--- config.mk ---
export PLATFORM = sky130hd
export DESIGN_NAME = cq_index_mgr
export DESIGN_NICKNAME = d
export VERILOG_FILES = /design/src/rtl/cq_index_pkg.sv /design/src/rtl/cq_ring_ctr.sv /design/src/rtl/cq_txd_pos.sv /design/src/rtl/cq_index_mgr.sv
export SDC_FILE = /design/constraint.sdc
export NUM_CORES = 1
export LEC_CHECK = 0
export ABC_AREA = 1
export BUFFER_PORTS_ARGS = -buffer_cell sky130_fd_sc_hd__buf_2
export CORE_MARGIN = 8
export CORE_UTILIZATION = 44
export CTS_CLUSTER_SIZE = 14
export DETAILED_ROUTE_END_ITERATION = 16
export PLACE_DENSITY = 0.75
export SYNTH_ARGS = -nofsm -noshare
export SYNTH_HDL_FRONTEND = slang
export SYNTH_HIERARCHICAL = 1
export SYNTH_SLANG_ARGS = --single-unit
--- constraint.sdc ---
create_clock -name clk -period 1.56 [get_ports clk]
set_input_delay 0.234 -clock clk [delete_from_list [all_inputs] [get_ports clk]]
set_output_delay 0.234 -clock clk [all_outputs]
set_load 0.01 [all_outputs]
--- src/rtl/cq_index_pkg.sv ---
package cq_index_pkg;

    localparam int HALF_W = 16;

    typedef logic [HALF_W-1:0] idx_t;

    typedef enum logic [1:0] {
        CQ_REG_PROD = 2'd0,
        CQ_REG_CONS = 2'd1,
        CQ_REG_TXD  = 2'd2,
        CQ_REG_IEN  = 2'd3
    } cq_reg_e;

    typedef struct packed {
        logic hi;
        logic lo;
    } half_sel_t;

    typedef struct packed {
        idx_t hi;
        idx_t lo;
    } split_word_t;

    function automatic idx_t wrap_inc(input idx_t v, input idx_t mask);
        return (v + idx_t'(1)) & mask;
    endfunction

    function automatic idx_t wrap_add(input idx_t v, input idx_t step, input idx_t mask);
        return (v + step) & mask;
    endfunction

endpackage

--- src/rtl/cq_ring_ctr.sv ---
module cq_ring_ctr
    import cq_index_pkg::*;
#(
    parameter int DEPTH = 16
) (
    input  logic clk,
    input  logic rst,
    input  logic post,
    input  logic load_prod,
    input  idx_t prod_val,
    input  logic load_cons,
    input  idx_t cons_val,
    output idx_t prod,
    output idx_t cons,
    output logic pending,
    output logic advance
);

    localparam idx_t MASK = idx_t'(DEPTH - 1);

    idx_t prod_q;
    idx_t cons_q;
    idx_t prod_next;
    logic is_full;

    always_comb begin
        prod_next = wrap_inc(prod_q, MASK);
        is_full   = (prod_next == cons_q);
        advance   = post && !is_full && !load_prod;
    end

    always_ff @(posedge clk) begin
        if (rst) begin
            prod_q <= '0;
            cons_q <= '0;
        end else begin
            if (load_prod) begin
                prod_q <= prod_val & MASK;
            end else if (advance) begin
                prod_q <= prod_next;
            end
            if (load_cons) begin
                cons_q <= cons_val & MASK;
            end
        end
    end

    assign prod    = prod_q;
    assign cons    = cons_q;
    assign pending = (prod_q != cons_q);

endmodule

--- src/rtl/cq_txd_pos.sv ---
module cq_txd_pos
    import cq_index_pkg::*;
#(
    parameter int TXD_DEPTH   = 8,
    parameter int TXD_BLOCKS  = 16,
    parameter int BLOCK_BYTES = 8
) (
    input  logic clk,
    input  logic rst,
    input  logic load_blk,
    input  idx_t blk_val,
    input  logic clear_done,
    input  logic step_done,
    output idx_t blk,
    output idx_t prod_offset,
    output idx_t done_offset
);

    localparam int   BYTE_SHIFT = $clog2(BLOCK_BYTES);
    localparam idx_t BLK_MASK   = idx_t'(TXD_DEPTH * TXD_BLOCKS - 1);
    localparam idx_t DESC_BYTES = idx_t'(TXD_BLOCKS * BLOCK_BYTES);
    localparam idx_t OFF_MASK   = idx_t'(TXD_DEPTH * TXD_BLOCKS * BLOCK_BYTES - 1);

    idx_t blk_q;
    idx_t done_q;

    always_ff @(posedge clk) begin
        if (rst) begin
            blk_q  <= '0;
            done_q <= '0;
        end else begin
            if (load_blk) begin
                blk_q <= blk_val & BLK_MASK;
            end
            if (clear_done) begin
                done_q <= '0;
            end else if (step_done) begin
                done_q <= wrap_add(done_q, DESC_BYTES, OFF_MASK);
            end
        end
    end

    assign blk         = blk_q;
    assign prod_offset = blk_q << BYTE_SHIFT;
    assign done_offset = done_q;

endmodule

--- src/rtl/cq_index_mgr.sv ---
module cq_index_mgr
    import cq_index_pkg::*;
#(
    parameter int RXC_DEPTH   = 16,
    parameter int TXC_DEPTH   = 8,
    parameter int TXD_DEPTH   = 8,
    parameter int TXD_BLOCKS  = 16,
    parameter int BLOCK_BYTES = 8
) (
    input  logic        clk,
    input  logic        rst,
    input  logic        rx_post,
    input  logic        tx_post,
    input  logic        reg_wr_en,
    input  logic [1:0]  reg_addr,
    input  logic [1:0]  reg_wr_half,
    input  logic [31:0] reg_wdata,
    output logic [31:0] reg_rdata,
    output logic        rx_pending,
    output logic        tx_pending,
    output logic        irq,
    output logic [15:0] txd_prod_offset,
    output logic [15:0] tx_cmp_offset
);

    localparam int NUM_RINGS = 2;

    cq_reg_e     sel;
    half_sel_t   half;
    split_word_t wword;

    logic [NUM_RINGS-1:0] post_a;
    logic [NUM_RINGS-1:0] prod_ld;
    logic [NUM_RINGS-1:0] cons_ld;
    logic [NUM_RINGS-1:0] pend_a;
    logic [NUM_RINGS-1:0] adv_a;
    idx_t                 half_data [NUM_RINGS];
    idx_t                 prod_a    [NUM_RINGS];
    idx_t                 cons_a    [NUM_RINGS];

    logic [1:0] ien_q;
    idx_t       txd_blk;

    idx_t rx_prod;
    idx_t rx_cons;
    idx_t tx_prod;
    idx_t tx_cons;

    always_comb begin
        sel   = cq_reg_e'(reg_addr);
        half  = half_sel_t'(reg_wr_half);
        wword = split_word_t'(reg_wdata);
    end

    always_comb begin
        post_a[0]    = rx_post;
        post_a[1]    = tx_post;
        half_data[0] = wword.lo;
        half_data[1] = wword.hi;
        prod_ld[0]   = reg_wr_en && (sel == CQ_REG_PROD) && half.lo;
        prod_ld[1]   = reg_wr_en && (sel == CQ_REG_PROD) && half.hi;
        cons_ld[0]   = reg_wr_en && (sel == CQ_REG_CONS) && half.lo;
        cons_ld[1]   = reg_wr_en && (sel == CQ_REG_CONS) && half.hi;
    end

    for (genvar g = 0; g < NUM_RINGS; g++) begin : g_ring
        localparam int RING_DEPTH = (g == 0) ? RXC_DEPTH : TXC_DEPTH;
        cq_ring_ctr #(
            .DEPTH(RING_DEPTH)
        ) u_ring (
            .clk       (clk),
            .rst       (rst),
            .post      (post_a[g]),
            .load_prod (prod_ld[g]),
            .prod_val  (half_data[g]),
            .load_cons (cons_ld[g]),
            .cons_val  (half_data[g]),
            .prod      (prod_a[g]),
            .cons      (cons_a[g]),
            .pending   (pend_a[g]),
            .advance   (adv_a[g])
        );
    end

    cq_txd_pos #(
        .TXD_DEPTH   (TXD_DEPTH),
        .TXD_BLOCKS  (TXD_BLOCKS),
        .BLOCK_BYTES (BLOCK_BYTES)
    ) u_txd (
        .clk         (clk),
        .rst         (rst),
        .load_blk    (reg_wr_en && (sel == CQ_REG_TXD)),
        .blk_val     (wword.hi),
        .clear_done  (prod_ld[1]),
        .step_done   (adv_a[1]),
        .blk         (txd_blk),
        .prod_offset (txd_prod_offset),
        .done_offset (tx_cmp_offset)
    );

    always_ff @(posedge clk) begin
        if (rst) begin
            ien_q <= '0;
        end else if (reg_wr_en && (sel == CQ_REG_IEN)) begin
            ien_q <= reg_wdata[1:0];
        end
    end

    always_comb begin
        rx_prod = prod_a[0];
        rx_cons = cons_a[0];
        tx_prod = prod_a[1];
        tx_cons = cons_a[1];
    end

    always_comb begin
        unique case (sel)
            CQ_REG_PROD: reg_rdata = {tx_prod, rx_prod};
            CQ_REG_CONS: reg_rdata = {tx_cons, rx_cons};
            CQ_REG_TXD:  reg_rdata = {txd_blk, idx_t'(0)};
            default:     reg_rdata = {30'd0, ien_q};
        endcase
    end

    assign rx_pending = pend_a[0];
    assign tx_pending = pend_a[1];
    assign irq        = (pend_a[0] && ien_q[0]) || (pend_a[1] && ien_q[1]);

endmodule

== Word-level counts from Yosys, hierarchy flattened ==
Cells that the tools add are included.
Storage, ports and cells
  register bits after elaboration: 33
  latch bits: 0
  RAM bits: 0
  ROM bits: 0
  logic and storage cells: 45
  memories: 0
Operators by class
  add/sub/neg operators: 3
  multipliers: 0
  div/mod/pow operators: 0
  order comparisons: 0
  equality and inequality tests: 7
  shifts and indexed selects: 0
  mux-type cells: 5
  bitwise logic cells: 0
  reduce and logical (&&, ||, !) cells: 23
Operators by type and width (number)
  $pmux 23 s3: 1
  $logic_and 1x1->1: 14
  $add 10x8->10 const B: 1
  $mux 4: 2
  $mux 3: 2
  $add 4x1->4 const B: 1
  $eq 2x2->1 const B: 2
  $eq 4x4->1: 1
  $logic_not 1->1: 4
  $ne 4x4->1: 1
  $reduce_bool 2->1: 2
  $add 3x1->3 const B: 1
  $eq 3x3->1: 1
  $ne 3x3->1: 1
  $eq 2x1->1 const B: 1
  $logic_not 2->1: 1
  $reduce_or 2->1: 1
  $logic_or 1x1->1: 1

== Longest topological paths before layout ==
Gate-level depths: netlist (run 1).
  depth in word-level cells: 7
  gate-level depth with buffers: 11
  gate-level depth less buffers: 11

== Hierarchy ==
Netlist (run 1), hierarchy kept.
By module, submodules not included
  cq_ring_ctr (g_ring[0].u_ring): instances 1, cells an instance 107, area an instance 711.9 um^2, seq. area each 160.2 um^2
  cq_index_mgr: instances 1, cells an instance 153, area an instance 678.2 um^2, seq. area each 40.0 um^2
  cq_txd_pos: instances 1, cells an instance 87, area an instance 651.9 um^2, seq. area each 200.2 um^2
  cq_ring_ctr (g_ring[1].u_ring): instances 1, cells an instance 86, area an instance 580.6 um^2, seq. area each 120.1 um^2

== Worst setup path before layout (run 1) ==
Ideal clock, no wire load.
  kind: flip-flop to flip-flop
  start point: reg g_ring[1].u_ring.prod_q[0]
  end point: reg u_txd.done_q[9], in the netlist u_txd/done_offset[9]
  library setup time: 0.115 ns
  data arrival time: 1.408 ns
  setup slack: 0.037 ns
  cell stages (with the launch flop): 12
  clock period less this slack: 1.523 ns
  cell sequence: dfxtp_1 -> ha_1 -> inv_1 -> nand2_1 -> nand2_1 -> nor2_4 -> nand3_2 -> nand2_2 -> nor2_1 -> nand3_1 -> nand2_1 -> nor2_1
On the way
  cells in the longest elaborated chain, start to end: 5
Ends and longest elaborated chain
  start, declared: RTL line cq_ring_ctr.sv:21  | idx_t prod_q;
  start signal, assigned: RTL line cq_ring_ctr.sv:38  | prod_q <= prod_val & MASK;
  start signal, assigned: RTL line cq_ring_ctr.sv:40  | prod_q <= prod_next;
  $add 3x1->3: RTL line cq_index_pkg.sv:25  | return (v + idx_t'(1)) & mask;
  $eq 3x3->1: RTL line cq_ring_ctr.sv:28  | is_full = (prod_next == cons_q);
  $logic_not 1->1: RTL line cq_ring_ctr.sv:29  | advance = post && !is_full && !load_prod;
  $logic_and 1x1->1 (2 in series): RTL line cq_ring_ctr.sv:29
  via adv_a[1]: RTL line cq_index_mgr.sv:36  | logic [NUM_RINGS-1:0] adv_a;
  end signal, assigned: RTL line cq_txd_pos.sv:38  | done_q <= wrap_add(done_q, DESC_BYTES, OFF_MASK);
  end, declared: RTL line cq_txd_pos.sv:25  | idx_t done_q;
The timed path passes the listed nets, and every way through them passes these cells.
A chain may end at the register's enable or synchronous reset.

== Worst setup path in the final report (run 1) ==
  start point: reg g_ring[1].u_ring.prod_q[0]
  end point: out irq
On the way
  cells in the longest elaborated chain, start to end: 3
Ends and longest elaborated chain
  $ne 3x3->1: RTL line cq_ring_ctr.sv:50  | assign pending = (prod_q != cons_q);
  $logic_and 1x1->1: RTL line cq_index_mgr.sv:127  | assign irq = (pend_a[0] && ien_q[0]) || (pend_a[1] && ien_q[1]);
  $logic_or 1x1->1: RTL line cq_index_mgr.sv:127
  end, declared: RTL line cq_index_mgr.sv:21  | output logic irq,
Every way passes these cells.

==> summary.txt, run 1 <==
status: complete, but fails checks
failing checks: negative setup slack
clock sink count: 26
Worst Setup Start Kind: flip-flop
port bufs: 43
Required @ worst endpoint: 1.33 ns
GRT Total Usage: 0.1370
final routed DRC violation total: 0
MaxCap Viol Count: 0
initial antenna violation count: 0
Worst-path clk slew: 0.10 ns
total congestion overflow: 0
n_diodes: 0
Hold WC Path Type: in -> reg
critical path's top delay family: flip-flops
crit end category: output pin
core outline area: 5851 sq um
Worst IR Drop VDD: 0.5587 mV
PD cells: 660.2 nW/um^2
crit path max-delay cell type: dfxtp_2
DR iter-0 viols: 119
Longest Clk Path Bufs: 2
Vias/cell: 4.275
PnR worst setup slack: -0.08577 ns
Crit Path Category: reg -> out
fin crit period: 1.646 ns
DRT Pass-1 Iters: 4
setup TNS after final layout: -0.08598 ns
Psw: 0.0006806 W
crit share post-route: 1.055
Post-Layout Cell Count: 559
CP max stage delay: 0.36 ns
# nets final: 529
final slew viol count: 0
worst skew pair latency: 0.28 ns
final setup fails: 2
CP Buf/Inv Count: 3
Comb power frac: 0.360
Internal Power: 0.001202 W
Synth Cell Area: 2619 sq um
chip width: 93.15 um
Yosys warnings: 6
die area: 8676 sq um
TritonCTS Buffers: 3
placed insts: 545
RSZ-0062 raised after global routing: yes
crit-path cells: buf_6 -> inv_2 -> nand2_1 -> nand2_2 -> nand3_2 -> a22o_1 -> buf_2
Post-DP HPWL: 4.599 mm
largest net degree at the start of global routing: 21
IO Pins: 108
fmax: 607.6 MHz
pre-CTS setup slack: 0.04607 ns
WL final: 6.020 mm
Mapped Cells: 432
total number of vias: 2390
share of cells above drive strength 1: 0.2479
Starting Density: 0.4476
CTS root buf: clkbuf_8
routability congestion estimate: 0.8571
TritonCTS clock tree: done
Die Ht: 93.15 um
Critical Path AT: 1.41 ns
Filler Cell Count: 580
std cell rows: 28
hold_buf cts: 0
number of global-route vias before repair: 2210
Area growth syn-to-layout: 8.887%
Seq pwr share: 0.400
global-route wire length before repair: 9.977 mm
syn avg cell area: 6.062 sq um
Clk pwr share: 0.240
count of final hold-check violations: 0
post-layout util: 0.4874
leakage dissipation: 1.576 nW
H-tree levels: 1
Antenna Nets Post-Route: 0
total power: 0.001882 W
CP max FO: 3
routed length per instance: 10.77 um
Layout Skew: 0.005915 ns
switch share: 0.3615
==> repair_timing <==
| action | CTS | global route |
|---|---|---|
| pin swaps | 3 | 7 |
| setup buffers | 10 | 0 |
| resized for setup | 17 | 20 |
| setup endpoints to repair | 3 | 13 |
| cloned | 0 | 0 |
==> worst paths after layout <==
kind	endpoint	depth (start not counted)	slack (ns)	start
setup / recovery	irq	7	-0.09	g_ring[1].u_ring/prod[0]$_SDFFE_PP0P_
hold / removal	u_txd/blk[6]$_SDFFE_PP0P_	3	0.17	reg_wdata[22]
setup reg to reg	g_ring[0].u_ring/prod[1]$_SDFFE_PP0P_	13	0	g_ring[0].u_ring/cons[3]$_SDFFE_PP0P_
hold reg to reg	g_ring[1].u_ring/cons[0]$_SDFFE_PP0P_	2	0.49	g_ring[1].u_ring/cons[0]$_SDFFE_PP0P_
==> tightest hold or removal path, stage by stage <==
cell	delay [ns]
buf_2	0.08
nor2_1	0.03
nor2_1	0.08
==> registers in the layout (all words and copies together), names as in the netlist <==
name	cells
g_ring.u_ring/cons	7
g_ring.u_ring/prod	7
ien_q	2
u_txd/blk	7
u_txd/done_offset	3
==> routing by layer <==
| metal | routed length [um] | up-vias | part of all wire | track usage |
|---|---|---|---|---|
| met5 | 0 | - | 0 | 0 |
| met4 | 86 | 0 | 0.014 | 0.04966 |
| met3 | 323 | 8 | 0.054 | 0.02804 |
| met2 | 3146 | 64 | 0.52 | 0.2556 |
| met1 | 2463 | 1046 | 0.41 | 0.1482 |
| li1 | - | 1272 | - | - |
==> layout make-up <==
cell class                      count  area, sq um  area share
Inverter                           36        135.1     0.04739
Sequential cell                    26        535.5      0.1878
Multi-Input combinational cell    351         1623      0.5691
Clock buffer                        4        55.05     0.01931
Timing Repair Buffer               67        409.1      0.1435
Tap cell                           75        93.84     0.03291
==> layout by cell type, fill, tap and decap left out, drive strengths merged <==
| cell type | count |
|---|---|
| ha | 3 |
| clkbuf | 4 |
| clkinv | 1 |
| dfxtp | 26 |
| o21ai | 15 |
| a22o | 1 |
| conb | 81 |
| buf | 67 |
| nor2 | 36 |
| nor3 | 5 |
| a211oi | 4 |
| a21oi | 12 |
| inv | 35 |
| nand2 | 152 |
| nand3 | 37 |
| xor2 | 1 |
| xnor2 | 4 |
==> power groups by stage <==
stage          Sequential [W]  Clock (W)  Combinational (W)
2_1_floorplan        0.000756          0           0.000555
3_3_place_gp         0.000758          0           0.000564
3_5_place_dp         0.000761          0           0.000574
4_1_cts              0.000746   0.000457           0.000622
5_1_grt              0.000761   0.000484           0.000767
6_report             0.000753   0.000451           0.000678
==> per-stage QoR <==
step	hold WS (ns)	area, sq um
finish	0.1711	2851
global route	0.1880	2851
CTS	0.1775	2778
detailed placement	0.4642	2613
global placement	0.4576	2613
floorplan	0.3031	2912
Power figures use the tool's default switching activity.
==> run 2: changes to the inputs <==
- MAX_ROUTING_LAYER: unset -> met4
==> run 2 against run 1 <==
Compared with the run above:
- the run still ends with negative setup slack left
- worst setup slack improved by 0.038 ns
- wire length decreased by 1.0%
- clock-buffer cell count decreased by 1
- sequential share of layout area about the same
- clock skew increased by 0.0052 ns
- via count decreased by 1.1%
- critical path type unchanged
- largest cell class unchanged
- highest routed layer unchanged
==> summary.txt, run 2 (synthesis gave the netlist of run 1 again) <==
status: complete, but fails checks
failing checks: negative setup slack
MaxCap Viol Count: 0
n_diodes: 0
Worst Setup Start Kind: flip-flop
port bufs: 43
fmax: 622.1 MHz
switch share: 0.3368
final routed DRC violation total: 0
total number of vias: 2363
GRT Total Usage: 0.1353
Design Area, Final: 2846 sq um
CP max FO: 3
Filler Cell Count: 623
Internal Power: 0.001304 W
number of global-route vias before repair: 2250
chip width: 93.15 um
Comb power frac: 0.333
Crit Path Category: reg -> out
leakage dissipation: 1.588 nW
die area: 8676 sq um
largest net degree at the start of global routing: 21
Seq pwr share: 0.380
grt met2 use: 0.2515
core outline area: 5851 sq um
commonest non-fill, non-tap cell in the layout: nand2_1
Placed Instance Area: 2613 sq um
total congestion overflow: 0
std cell rows: 28
Longest Clk Path Bufs: 2
Layout Skew: 0.01114 ns
crit end category: output pin
crit share post-route: 1.030
routed length per instance: 10.62 um
final slew viol count: 0
Hold WC Path Type: in -> reg
# nets final: 531
most frequent cells in the layout: 139 x nand2_1, 81 x conb_1, 42 x buf_2
clock sink count: 26
Post-DP HPWL: 4.648 mm
Worst IR Drop VDD: 0.4785 mV
worst skew pair latency: 0.27 ns
TritonCTS clock tree: done
IO Pins: 108
H-tree levels: 1
GRT met3 Usage: 0.02724
Clk pwr share: 0.287
Required @ worst endpoint: 1.33 ns
global-route wire length before repair: 9.735 mm
routability congestion estimate: 0.8544
initial antenna violation count: 0
fin crit period: 1.607 ns
Die Ht: 93.15 um
final setup fails: 1
GRT busiest layer: met2
RSZ-0062 raised after global routing: yes
CTS root buf: clkbuf_8
PD cells: 690.8 nW/um^2
hold_buf cts: 0
TritonCTS Buffers: 3
Worst-path clk slew: 0.10 ns
met1 Track Usage GR: 0.1440
DRT Pass-1 Iters: 4
Vias/cell: 4.212
share of cells above drive strength 1: 0.2387
Antenna Nets Post-Route: 0
PnR worst setup slack: -0.04740 ns
DR iter-0 viols: 88
Starting Density: 0.4476
Critical Path AT: 1.37 ns
count of final hold-check violations: 0
Psw: 0.0006622 W
Area growth syn-to-layout: 8.696%
post-layout util: 0.4865
WL final: 5.957 mm
## run 2: final timing paths
kind                                         start  slack (ns)  cells after the start                           endpoint
max          g_ring[1].u_ring/prod[1]$_SDFFE_PP0P_       -0.05                      5                                irq
min                                  reg_wdata[19]        0.18                      3          u_txd/blk[3]$_SDFFE_PP0P_
max reg2reg  g_ring[1].u_ring/prod[0]$_SDFFE_PP0P_        0.03                     11  u_txd/done_offset[9]$_SDFFE_PP0P_
min reg2reg      u_txd/done_offset[8]$_SDFFE_PP0P_        0.50                      2  u_txd/done_offset[8]$_SDFFE_PP0P_
## run 2: area by class of cell
class	count	area (sq um)	area share
clock buffers	3	41.29	0.01451
multi-input cells	351	1589	0.5582
repair buffers	69	420.4	0.1477
well taps	75	93.84	0.03297
clock inverters	1	30.03	0.01055
inverters	36	137.6	0.04835
flip-flops and latches	26	534.3	0.1877
## run 2: routing by layer
layer / routed length, um / part of all wire
met1: 2513 / 0.42
met2: 3066 / 0.51
met3: 331 / 0.056
met4: 46 / 0.0077
met5: 0 / 0
## run 2: per-stage QoR
stage	hold slack [ns]	TNS [ns]	total power [W]	setup WS, ns	std cells
6_report	0.1784	-0.04740	0.001966	-0.04740	561
5_1_grt	0.1927	-0.5310	0.002102	-0.1323	561
4_1_cts	0.1712	-0.06483	0.001954	-0.06483	557
3_5_place_dp	0.4652	0	0.001337	0.04414	545
3_3_place_gp	0.4570	0	0.001323	0.06385	545
2_1_floorplan	0.3031	0	0.001312	0.03653	510
## run 2: power by group through the flow
stage	Clock, W	Combinational, W	Sequential [W]
floorplan	0	0.000555	0.000756
global placement	0	0.000566	0.000757
detailed placement	0	0.000578	0.000759
CTS	0.000587	0.000622	0.000745
global route	0.000607	0.000739	0.000755
finish	0.000564	0.000655	0.000748
## run 2: what timing repair did
item	4_1_cts	5_1_grt
setup endpoints to repair	3	13
pin swaps	4	7
resized for setup	15	15
cloned	0	0
buffers inserted	8	4
## run 2: critical path: stages, from the launching register on
cell     delay [ns]
dfxtp_1        0.32
buf_4          0.15
xnor2_2        0.14
nand3_2        0.11
a22o_1         0.25
buf_6          0.13
